File: config.mk
export PLATFORM = sky130hd
export DESIGN_NAME = apb_irq_aggregator
export DESIGN_NICKNAME = d
export VERILOG_FILES = /design/src/rtl/apb_irq_aggregator.sv
export SDC_FILE = /design/constraint.sdc
export NUM_CORES = 1
export LEC_CHECK = 0
export BUFFER_PORTS_ARGS = -buffer_cell sky130_fd_sc_hd__buf_4
export CORE_ASPECT_RATIO = 2
export CORE_UTILIZATION = 35
export DETAILED_ROUTE_END_ITERATION = 16
export SYNTH_ARGS = -nofsm -noshare
export SYNTH_HDL_FRONTEND = slang
export SYNTH_SLANG_ARGS = --single-unit
File: constraint.sdc
create_clock -name pclk -period 2.5 [get_ports pclk]
set_input_delay 0.25 -clock pclk [delete_from_list [all_inputs] [get_ports pclk]]
set_output_delay 0.25 -clock pclk [all_outputs]
set_load 0.01 [all_outputs]
File: src/rtl/apb_irq_aggregator.sv
module apb_irq_aggregator #(
  parameter int N_SRC = 40,
  parameter int AW    = 8
) (
  input  logic             pclk,
  input  logic             presetn,
  input  logic             psel,
  input  logic             penable,
  input  logic             pwrite,
  input  logic [AW-1:0]    paddr,
  input  logic [31:0]      pwdata,
  output logic [31:0]      prdata,
  output logic             pready,
  output logic             pslverr,
  input  logic [N_SRC-1:0] src_i,
  output logic             irq_o
);

  localparam logic [AW-1:0] OFF_EN_LO = AW'(8'h00);
  localparam logic [AW-1:0] OFF_EN_HI = AW'(8'h04);
  localparam logic [AW-1:0] OFF_MK_LO = AW'(8'h08);
  localparam logic [AW-1:0] OFF_MK_HI = AW'(8'h0C);
  localparam logic [AW-1:0] OFF_ST_LO = AW'(8'h30);
  localparam logic [AW-1:0] OFF_ST_HI = AW'(8'h34);
  localparam logic [63:0]   IMPL      = (N_SRC >= 64) ? {64{1'b1}} : ((64'd1 << N_SRC) - 64'd1);

  logic [N_SRC-1:0] en_q, mk_q, s1_q, s2_q, stat;
  logic [63:0]      en_x, mk_x, st_x;
  logic             wr;

  assign wr      = psel & penable & pwrite;
  assign stat    = s2_q & en_q & ~mk_q;
  assign en_x    = 64'(en_q);
  assign mk_x    = 64'(mk_q);
  assign st_x    = 64'(stat);
  assign pready  = 1'b1;
  assign pslverr = 1'b0;

  always_ff @(posedge pclk or negedge presetn) begin
    if (!presetn) begin
      en_q <= '0;
      mk_q <= '0;
    end else if (wr) begin
      case (paddr)
        OFF_EN_LO: en_q <= N_SRC'({en_x[63:32], pwdata});
        OFF_EN_HI: en_q <= N_SRC'({pwdata, en_x[31:0]});
        OFF_MK_LO: mk_q <= N_SRC'({mk_x[63:32], pwdata});
        OFF_MK_HI: mk_q <= N_SRC'({pwdata, mk_x[31:0]});
        default: ;
      endcase
    end
  end

  always_ff @(posedge pclk or negedge presetn) begin
    if (!presetn) begin
      s1_q  <= '0;
      s2_q  <= '0;
      irq_o <= 1'b0;
    end else begin
      s1_q  <= src_i;
      s2_q  <= s1_q;
      irq_o <= |stat;
    end
  end

  always_comb begin
    case (paddr)
      OFF_EN_LO: prdata = en_x[31:0];
      OFF_EN_HI: prdata = en_x[63:32];
      OFF_MK_LO: prdata = mk_x[31:0];
      OFF_MK_HI: prdata = mk_x[63:32];
      OFF_ST_LO: prdata = st_x[31:0];
      OFF_ST_HI: prdata = st_x[63:32];
      default:   prdata = 32'h0;
    endcase
  end

  AST_UNIMPL_ZERO: assert property (@(posedge pclk) disable iff (!presetn)
    (paddr == OFF_EN_HI || paddr == OFF_MK_HI) |-> ((prdata & ~IMPL[63:32]) == 32'h0));
  AST_UNDEF_ZERO: assert property (@(posedge pclk) disable iff (!presetn)
    (paddr != OFF_EN_LO && paddr != OFF_EN_HI && paddr != OFF_MK_LO &&
     paddr != OFF_MK_HI && paddr != OFF_ST_LO && paddr != OFF_ST_HI) |-> (prdata == 32'h0));
  AST_LEVEL_CLEAR: assert property (@(posedge pclk) disable iff (!presetn)
    (s2_q == '0) |=> !irq_o);
  AST_MASKED_QUIET: assert property (@(posedge pclk) disable iff (!presetn)
    (&mk_q) |=> !irq_o);
  AST_NEEDS_ENABLE: assert property (@(posedge pclk) disable iff (!presetn)
    $rose(irq_o) |-> $past(|en_q));

endmodule

# == After elaboration in Yosys (flattened, before gate mapping) ==
# Index checks and enable logic that the tools add are counted.
# classes
addsub,0
multipliers,0
n_div,0
magnitude_cmp,0
n_eq_ne,5
shifts,0
mux,3
bitwise_logic,9
n_reduce_logical,6
# ops
operator,n
32-bit one-hot mux with 6 select lines,1
40-bit one-hot mux with 2 select lines,2
40-bit bitwise AND,2
40-bit NOT,1
40-bit OR reduction,1
"8-bit by 4-bit == test with 1-bit output, second input constant",2
"8-bit by 6-bit == test with 1-bit output, second input constant",2
3-bit AND reduction,4
"8-bit by 3-bit == test with 1-bit output, second input constant",1
8-bit logical NOT,1
1-bit NOT,4
1-bit bitwise AND,2
# totals
ff_bits,161
latch_bits,0
ram_bits,0
romBits,0
in_bits,85
output_inout_bits,35
elab_cells,30
memories,0

# == Longest topological paths before layout ==
# Gate-level depths: netlist (run 1).
# depth
ltp_word,3
mapped_depth,6

# == Worst setup path after synthesis (run 1) ==
# OpenSTA, ideal clock, no wires.
# synth_timing
kind,input to output
startpoint,input port paddr[1]
endpoint,output port prdata[16]
arrival_ps,1645
t_required_ps,2250
setup_slack_ps,605
stages,6
n_path_buf,2
cell_sequence,or3_1 or3_1 clkbuf_2 clkbuf_1 o21ai_0 a22o_1
# synth_between
elab_chain_cells,2
# synth_lines
item,line_no,rtl
"start, declared",10,"input logic [AW-1:0] paddr,"
"8-bit by 6-bit == test with 1-bit output, or another cell as far along",67,case (paddr)
32-bit one-hot mux with 6 select lines (*),67,
"end, declared",12,"output logic [31:0] prdata,"
# Every way passes the cells marked *; elsewhere a longest branch is shown, timed or not.

# == Final worst setup path (run 1) ==
# layout_timing
startpoint,input port paddr[1]
endpoint,output port prdata[15]
# Same word-level chain as after synthesis.

==> results of run 1 <==
[final cells by class]
type | count | area (um2)
Clock buffer | 17 | 425
Fill cell | 1633 | 9500
Inverter | 6 | 22.5
Clock inverter | 15 | 198
Timing Repair Buffer | 174 | 1480
Sequential cell | 161 | 4030
Multi-Input combinational cell | 282 | 2300
Tap cell | 216 | 270
[path summary, 6_finish.rpt]
| kind | start | to | slack (ns) | cells past startpoint |
|---|---|---|---|---|
| setup / recovery | paddr[1] | prdata[15] | 0.26 | 7 |
| hold / removal | pwdata[22] | en_q[22] | 0.06 | 2 |
| setup reg to reg | mk_q[16] | irq_o | 1.16 | 4 |
| hold reg to reg | s1_q[20] | s2_q[20] | 0.35 | 0 |
| max in group asynchronous | presetn | s1_q[6] | 1.33 | 3 |
| min in group asynchronous | presetn | s2_q[25] | 0.40 | 2 |
[stage by stage]
step	utilization [%]	instance area (um2)
detailed placement	42.2	7680
floorplan	-	6500
finish	47.9	8720
CTS	47.9	8720
global placement	42.2	7680
global route	47.9	8720
[state kept, by name, indices dropped and copies added, names as in the netlist]
register,flops
irq_o,1
mk_q,40
en_q,40
s1_q,40
s2_q,40
[placed cells by master, fill, tap and decap left out, types with 4 or more instances in the layout]
cell type      count
mux2_2            77
mux2_1             4
buf_4            127
inv_6              5
nand4_1            4
nor2_1             5
or3_1              4
dfrtp_1          161
o21ai_0           35
nand2_1           12
dlygate4sd3_1     41
o2111ai_1          6
and3_1             4
a22oi_1            4
a22o_1            27
buf_12             5
nand3b_1          30
inv_1              6
nand2b_1          24
clkbuf_16         17
[Yosys cell counts, types with 2 or more instances]
library cell  count
a21oi_1           2
a221oi_1          2
a22o_1           27
a22oi_1           4
a31oi_1           2
a32oi_1           3
and3_1            4
buf_2             2
buf_4             3
buf_6             7
clkbuf_1          8
conb_1            2
dfrtp_1         161
inv_1             6
mux2_1            4
mux2_2           77
mux2i_1           2
nand2_1          12
nand2_2           2
nand2b_1         24
nand3_1           2
nand3b_1         30
nand4_1           4
nand4b_1          2
nor2_1            5
nor2_2            2
nor3_1            2
nor3_4            3
nor3b_1           2
nor4_1            3
nor4b_1           2
o2111ai_1         6
o211ai_1          2
o21ai_0          35
o32ai_1           2
or3_1             4
[cell families after synthesis]
family	Yosys count
flops	161
simple gates	108
compound gates	89
mux	83
buf+inv	27
other cells	2
[layer usage]
layer	GRT usage (%)	vias up	wire, um
met1	19.4	2313	6180
met3	3.45	27	544
met4	8.02	0	482
met2	33.2	138	9020
li1	-	2073	-
met5	0	-	0
[power by group through the flow]
stage | clock (mW) | sequential, mW | combinational [mW]
5_1_grt | 2.89 | 2.74 | 0.365
3_3_place_gp | 0 | 2.78 | 0.279
2_1_floorplan | 0 | 2.77 | 0.0715
6_report | 2.71 | 2.73 | 0.333
4_1_cts | 2.79 | 2.73 | 0.339
3_5_place_dp | 0 | 2.78 | 0.287
==> impl_metrics.tcl, run 1 <==
set metrics [dict create \
    outcome "completed" \
    cpPeakStageDelay_ns 0.44 \
    final_hold_viol_count 0 \
    fin_crit_ns 2.24 \
    max_slew_margin_pct 57.2 \
    viasPerCell 5.23 \
    cp.arrival_ns 1.99 \
    yosys.area.top_type "dfrtp_1" \
    post_synth_fa_ha_maj_area_fraction_pct 0 \
    hold_ws_ns 0.0627 \
    cts_tree "done" \
    rsz0062_at_grt "no" \
    clock_skew_ns 0.00702 \
    synth_compound_area_share_pct 9.65 \
    maxCapViolations 0 \
    grt_pass1_wl_um 25500 \
    p_total_mw 5.78 \
    antenna_found_initial 0 \
    grt_remaining_overflow 0 \
    p_per_area_nw_per_um2 663 \
    ios 120 \
    synth_edf_count 0 \
    die_w_um 98.3 \
    fin_tns_setup_ns 0 \
    synthArstFlopShare_pct 100 \
    start_kind "input pin" \
    cts_num_sinks 161 \
    synthXorXnorAreaFrac_pct 0 \
    swShare_pct 22.5 \
    clockPowerShare_pct 46.9 \
    diodes 0 \
    synth_nets 555 \
    die_height_um 195 \
    grt_max_degree 70 \
    rows 70 \
    ir_worst_vdd_mv 0.492 \
    cts_hold_buf 41 \
    synth_top_area_share_pct 62.0 \
    synth_top_family_by_area "multiplexers" \
    pwr-share-comb_pct 5.8 \
    worst_pin_slew_ns 0.642 \
    period_share_pct 89.8 \
    internal_power_mw 4.48 \
    wl_per_cell_um 18.6 \
    netlist-cell-type-count 46 \
    yosys-top-cells-area "dfrtp_1 (62%), mux2_2 (13%), a22o_1 (3.6%)" \
    crit_chain "buf_4, or3_1, or3_1, buf_4, o21ai_0, a22o_1, buf_4" \
    critPathBufInv 3 \
    synth_seq_cells 161 \
    synth.area.mux_share_pct 14.3 \
    instances_no_fill 871 \
    critPathCaptureType "primary output" \
    finalWorstSetupSlack_ns 0.255 \
    cts_resized 0 \
    ant_nets 0 \
    grt_pass1_vias 4805 \
    dp_slack_ns 0.272 \
    layout.nets 727 \
    drt_first_iter_violations 202 \
    holdCritPathClass "in2reg" \
    vias 4551 \
    clk_pin_slew_ns 0.07 \
    crit_type "in2out" \
    start_util_pct 35.7 \
    area_delta_synth_final_pct 34.2 \
    switchingPower_mw 1.30 \
    critPathTopFamily "simple AND/OR/NAND/NOR gates" \
    clk_path_buf_depth 2 \
    synthFlopType "dfrtp_1" \
    syn_avg_cell_area_um2 13.8 \
    yosys_warnings 0 \
    cpMostUsedCell "buf_4" \
    leakage_nw 4.08 \
    place_inst 798 \
    numCtsBuffers 17 \
    setup_viol 0 \
    drc_errors 0 \
    port_buffers 117 \
    track_usage_pct 17.9 \
    drive_gt1_share_pct 38.3 \
    dieArea_um2 19100 \
    place_congestion 0.787 \
    syn_inst 470 \
    cts_setup_buffers 0 \
    path_max_fanout 26 \
    crit_required_ns 2.25 \
    core_um2 18200 \
    dp_hpwl_um 11200 \
    yosysSeqAreaShare_pct 62.0 \
    power_frac_seq_pct 47.3 \
    syn_area_um2 6500 \
    crit_slowest_cell "or3_1" \
    max_freq_mhz 445 \
    ctsHtreeMaxLevel 4 \
    drt-total-wl_um 16200 \
    post_synth_and_or_nand_nor_area_fraction_pct 11.3 \
    cts_root_buf "clkbuf_16" \
    first_pass_iters 8 \
    clk_latency_ns 0.42 \
    drv_slew 0 \
]
Power figures use the tool's default switching activity.
==> run 2: changes to the inputs <==
--- a/config.mk
+++ b/config.mk
@@ -6,9 +6,12 @@
 export NUM_CORES = 1
 export LEC_CHECK = 0
 export BUFFER_PORTS_ARGS = -buffer_cell sky130_fd_sc_hd__buf_4
+export CELL_PAD_IN_SITES_DETAIL_PLACEMENT = 1
+export CELL_PAD_IN_SITES_GLOBAL_PLACEMENT = 1
 export CORE_ASPECT_RATIO = 2
 export CORE_UTILIZATION = 35
 export DETAILED_ROUTE_END_ITERATION = 16
+export PLACE_DENSITY_LB_ADDON = 0.1
 export SYNTH_ARGS = -nofsm -noshare
 export SYNTH_HDL_FRONTEND = slang
 export SYNTH_SLANG_ARGS = --single-unit
==> run 2 against run 1 <==
Net effect: the flow now finishes with violations (DRC); utilization unchanged; maximum frequency decreased by 2.6%; flip-flop and latch count unchanged; final area unchanged; power decreased by 1.8%; global-route usage increased by 2.9 points; combinational power increased by 3%; worst setup slack got worse by 0.060 ns; sequential power about the same; clock power decreased by 4%; sequential share of layout area unchanged; final cell count increased by 0.92%; critical endpoint is now prdata[10]; largest power group unchanged.
==> impl_metrics.tcl, run 2 (synthesized netlist as in run 1, its figures left out) <==
set metrics [dict create \
    setup_viol 0 \
    period_share_pct 92.2 \
    crit_type "in2out" \
    die_height_um 195 \
    ctsHtreeMaxLevel 4 \
    final_hold_viol_count 0 \
    dieArea_um2 19100 \
    dp_slack_ns 0.142 \
    critPathTopFamily "simple AND/OR/NAND/NOR gates" \
    first_pass_iters 10 \
    top_layer "met4" \
    area_delta_synth_final_pct 34.2 \
    p_per_area_nw_per_um2 651 \
    critPathBufInv 3 \
    drc_errors 6 \
    diodes 0 \
    start_util_pct 35.7 \
    drive_gt1_share_pct 38.6 \
    rsz0062_at_grt "no" \
    track_usage_pct 20.8 \
    r2r_cells 4 \
    clk_path_buf_depth 2 \
    min_to "en_q[13]" \
    clk_latency_ns 0.41 \
    ir_worst_vdd_mv 0.536 \
    max_freq_mhz 434 \
    drt-total-wl_um 18700 \
    outcome "complete, but fails checks" \
    dp_hpwl_um 13300 \
    fin_tns_setup_ns 0 \
    viasPerCell 5.23 \
    rows 70 \
    place_congestion 0.774 \
    grt_remaining_overflow 0 \
    start_kind "input pin" \
    final_cell_mix "dfrtp_1 (161), buf_4 (137), mux2_2 (77)" \
    wl_per_cell_um 21.3 \
    cpMostUsedCell "buf_4" \
    fin_crit_ns 2.30 \
    die_w_um 98.3 \
    holdCritPathClass "in2reg" \
    crit_required_ns 2.25 \
    cts_num_sinks 161 \
    vias 4594 \
    r2r-start "en_q[4]" \
    drv_slew 0 \
    crit_chain "buf_4, or3_1, or3_1, buf_4, o21ai_0, a22o_1, buf_4" \
    critPathCaptureType "primary output" \
    grt_pass1_vias 5370 \
    placed_area_um2 7720 \
    numCtsBuffers 17 \
    r2r_end "irq_o" \
    cpPeakStageDelay_ns 0.47 \
    wl_met2_um 10900 \
    cp.arrival_ns 2.05 \
    hp-start "pwdata[13]" \
    hold_ws_ns 0.0757 \
    cts_tree "done" \
    wl_met1_um 6760 \
    failed_checks "DRC" \
    max_slew_margin_pct 57.0 \
    drt_first_iter_violations 181 \
    path_max_fanout 26 \
    cts_root_buf "clkbuf_16" \
    grt_max_degree 58 \
    ios 120 \
    rrSetupSlack_ns 0.88 \
    leakage_nw 4.10 \
    fin_area_um2 8720 \
    clock_skew_ns 0.00680 \
    antenna_found_initial 0 \
    worst_pin_slew_ns 0.639 \
    layout.nets 735 \
    crit_slowest_cell "or3_1" \
    maxCapViolations 0 \
    grt_pass1_wl_um 29600 \
    clk_pin_slew_ns 0.06 \
    hold_depth 2 \
    finalWorstSetupSlack_ns 0.195 \
    core_um2 18200 \
    ant_nets 0 \
    dr_wl_met3_um 578 \
    port_buffers 117 \
    layout_commonest_cell "dfrtp_1" \
]
[run 2: cell types whose count changed in the layout (fill, tap and decap cells not counted), moves of 2 or more]
| cell | change |
|---|---|
| clkinv_4 | -3 |
| inv_8 | -2 |
| clkbuf_1 | +3 |
| buf_4 | +10 |
| clkinv_2 | +5 |
| buf_12 | -2 |
| inv_6 | -5 |
[run 2: metrics by stage]
| step | cells | util [%] | total power [mW] |
|---|---|---|---|
| floorplan | 470 | - | 2.84 |
| global placement | 806 | 42.4 | 3.08 |
| detailed placement | 806 | 42.4 | 3.09 |
| CTS | 879 | 47.9 | 5.76 |
| global route | 879 | 47.9 | 5.89 |
| finish | 879 | 47.9 | 5.68 |
[run 2: report_power, final]
group	total, mW	switching, mW	internal, mW	leakage, nW
sequential	2.74	0.0446	2.70	2.06
clock	2.59	1.00	1.59	0.283
combinational	0.343	0.162	0.181	1.76
[run 2: layout make-up]
cell class | count | area, um2
fill | 1903 | 9500
sequential | 161 | 4030
multi-input combinational | 282 | 2300
timing repair buffer | 182 | 1510
clock buffer | 21 | 450
tap | 216 | 270
clock inverter | 11 | 138
inverter | 6 | 22.5
[run 2: per-layer routing]
layer / GRT usage (%) / up-vias
met3: 3.96 / 19
met5: 0 / -
met1: 21.3 / 2397
li1: - / 2077
met2: 40.3 / 101
met4: 8.29 / 0
[run 2: what timing repair did]
item,4_1_cts,5_1_grt
endpoints found under the hold margin,93,0
hold buffers,41,0
buffers inserted,0,0
resized for setup,0,0
[run 2: worst reg2reg max path: cells and delay by family (launching register included)]
family             cells  cell delay (ns)
DFF                    1             0.40
and+or+nand+nor        3             0.79
AOI/OAI and AO/OA      1             0.26
[run 2: how the worst max path moves through the flow]
stage | from | endpoint | depth (start not counted)
6_report | paddr[1] | prdata[10] | 7
3_3_place_gp | paddr[5] | prdata[1] | 6
2_1_floorplan | paddr[1] | prdata[16] | 6
5_1_grt | paddr[1] | prdata[30] | 7
4_1_cts | paddr[5] | prdata[1] | 6
3_5_place_dp | paddr[5] | prdata[1] | 6
==> run 3: changes to the inputs <==
==> config.mk (replaced) <==
export PLATFORM = sky130hd
export DESIGN_NAME = apb_irq_aggregator
export DESIGN_NICKNAME = d
export VERILOG_FILES = /design/src/rtl/apb_irq_aggregator.sv
export SDC_FILE = /design/constraint.sdc
export NUM_CORES = 1
export LEC_CHECK = 0
export BUFFER_PORTS_ARGS = -buffer_cell sky130_fd_sc_hd__buf_4
export CORE_ASPECT_RATIO = 2
export CORE_UTILIZATION = 30
export DETAILED_ROUTE_END_ITERATION = 16
export SYNTH_ARGS = -nofsm -noshare
export SYNTH_HDL_FRONTEND = slang
export SYNTH_SLANG_ARGS = --single-unit
==> run 3 against run 2 <==
Net effect: the run now ends clean; global-route usage decreased by 4.2 points; power is 2.0% higher; clock-buffer cell count grew 5; critical path depth stayed put; register-to-register slack gained 0.11 ns; critical path type unchanged; highest routed layer unchanged.
==> impl_metrics.tcl, run 3 (synthesized netlist as in run 1, its figures left out) <==
set metrics [dict create \
    place_congestion 0.783 \
    maxCapViolations 0 \
    drc_errors 0 \
    cts_root_buf "clkbuf_16" \
    viasPerCell 4.86 \
    layout.nets 725 \
    critPathCaptureType "primary output" \
    leakage_nw 4.07 \
    clock_skew_ns 0.00444 \
    drt_first_iter_violations 176 \
    max_slew_margin_pct 60.9 \
    track_usage_pct 16.5 \
    start_util_pct 30.8 \
    grt_pass1_vias 4977 \
    outcome "completed" \
    grt_max_degree 60 \
    clk_pin_slew_ns 0.06 \
    drive_gt1_share_pct 37.1 \
    max_freq_mhz 442 \
    first_pass_iters 4 \
    crit_required_ns 2.25 \
    cts_setup_buffers 0 \
    rows 75 \
    r2r-start "mk_q[30]" \
    crit_slowest_cell "or3_1" \
    grt_remaining_overflow 0 \
    fin_crit_ns 2.26 \
    area_delta_synth_final_pct 35.1 \
    instances_no_fill 922 \
    dp_hpwl_um 11900 \
    cp-startpoint "paddr[1]" \
    cpPeakStageDelay_ns 0.45 \
    vias 4482 \
    cts_num_sinks 161 \
    wl_per_cell_um 18.4 \
    die_w_um 106 \
    layout_commonest_cell "dfrtp_1" \
    cpMostUsedCell "buf_4" \
    start_kind "input pin" \
    port_buffers 117 \
    ir_worst_vdd_mv 0.991 \
    dieArea_um2 22300 \
    clk_path_buf_depth 2 \
    fin_area_um2 8780 \
    worst_pin_slew_ns 0.582 \
    die_height_um 210 \
    crit_type "in2out" \
    cts_tree "done" \
    final_cell_mix "dfrtp_1 (161), buf_4 (124), mux2_2 (77)" \
    crit_chain "buf_4, or3_1, or3_1, buf_4, o21ai_0, a22o_1, buf_4" \
    setup_viol 0 \
    antenna_found_initial 1 \
    p_per_area_nw_per_um2 660 \
    ios 120 \
    holdCritPathClass "in2reg" \
    hp-start "pwdata[24]" \
    cp.arrival_ns 2.01 \
    ant_nets 0 \
    drv_slew 0 \
    final_hold_viol_count 0 \
    numCtsBuffers 17 \
    rsz0062_at_grt "no" \
    clk_latency_ns 0.43 \
    core_um2 21100 \
    drt-total-wl_um 17000 \
    fin_tns_setup_ns 0 \
    ctsHtreeMaxLevel 4 \
    period_share_pct 90.5 \
    path_max_fanout 26 \
    grt_pass1_wl_um 26900 \
    place_inst 849 \
    placed_area_um2 7750 \
]
run 3: changes by cell type in the layout (fill, tap and decap cells not counted):
cell        previous run  this run
buf_4                137       124
clkinv_2               5         1
buf_12                 3         6
clkbuf_1               3         6
clkinvlp_4             3         0
clkbuf_8               1         3
bufinv_16              3         4
diode_2                0         1
run 3: timing repair:
item	CTS	global route
hold buffers	41	0
resized for setup	0	0
hold endpoints to repair	96	0
run 3: layer usage:
| metal | vias to the layer above | share of wire (%) | global-route usage, % |
|---|---|---|---|
| met5 | - | 0 | 0 |
| met4 | 0 | 3.9 | 9.77 |
| met3 | 36 | 3.7 | 3.99 |
| met2 | 132 | 56 | 30.0 |
| met1 | 2250 | 36 | 16.9 |
| li1 | 2064 | - | - |
run 3: stage by stage:
step	total power [mW]	hold slack (ns)	worst slack (ns)	util, %
floorplan	2.84	-0.0456	0.605	-
global placement	3.06	0.252	0.235	36.7
detailed placement	3.07	0.265	0.257	36.7
CTS	5.89	0.0366	0.254	41.6
global route	6.04	0.0416	0.145	41.6
finish	5.79	0.0654	0.237	41.6
run 3: layout make-up:
| class | instances | area [um2] |
|---|---|---|
| diodes | 1 | 2.50 |
| clock buffers | 26 | 489 |
| clock inverters | 5 | 125 |
| fillers | 2041 | 12300 |
| inverters | 6 | 22.5 |
| multi-input cells | 282 | 2300 |
| flip-flops and latches | 161 | 4030 |
| well taps | 269 | 337 |
| repair buffers | 172 | 1470 |
run 3: path summary, 6_finish.rpt:
| check | end | slack [ns] | depth (start not counted) |
|---|---|---|---|
| worst min register to register | s2_q[5] | 0.34 | 0 |
| min in group asynchronous | s1_q[19] | 0.36 | 2 |
| max in group asynchronous | s2_q[21] | 1.44 | 3 |
| worst max-delay path | prdata[9] | 0.24 | 7 |
| worst max register to register | irq_o | 0.99 | 4 |
| worst min-delay path | en_q[24] | 0.07 | 2 |
run 3: power breakdown:
group	internal [mW]	switching [mW]	total, mW
clock	1.75	0.975	2.72
sequential	2.70	0.0412	2.74
combinational	0.181	0.154	0.335
run 3: worst max-delay path: cells and delay by family:
| kind | cells | cell delay (ns) |
|---|---|---|
| AOI/OAI and AO/OA | 2 | 0.42 |
| buffers and inverters | 3 | 0.52 |
| and+or+nand+nor | 2 | 0.81 |
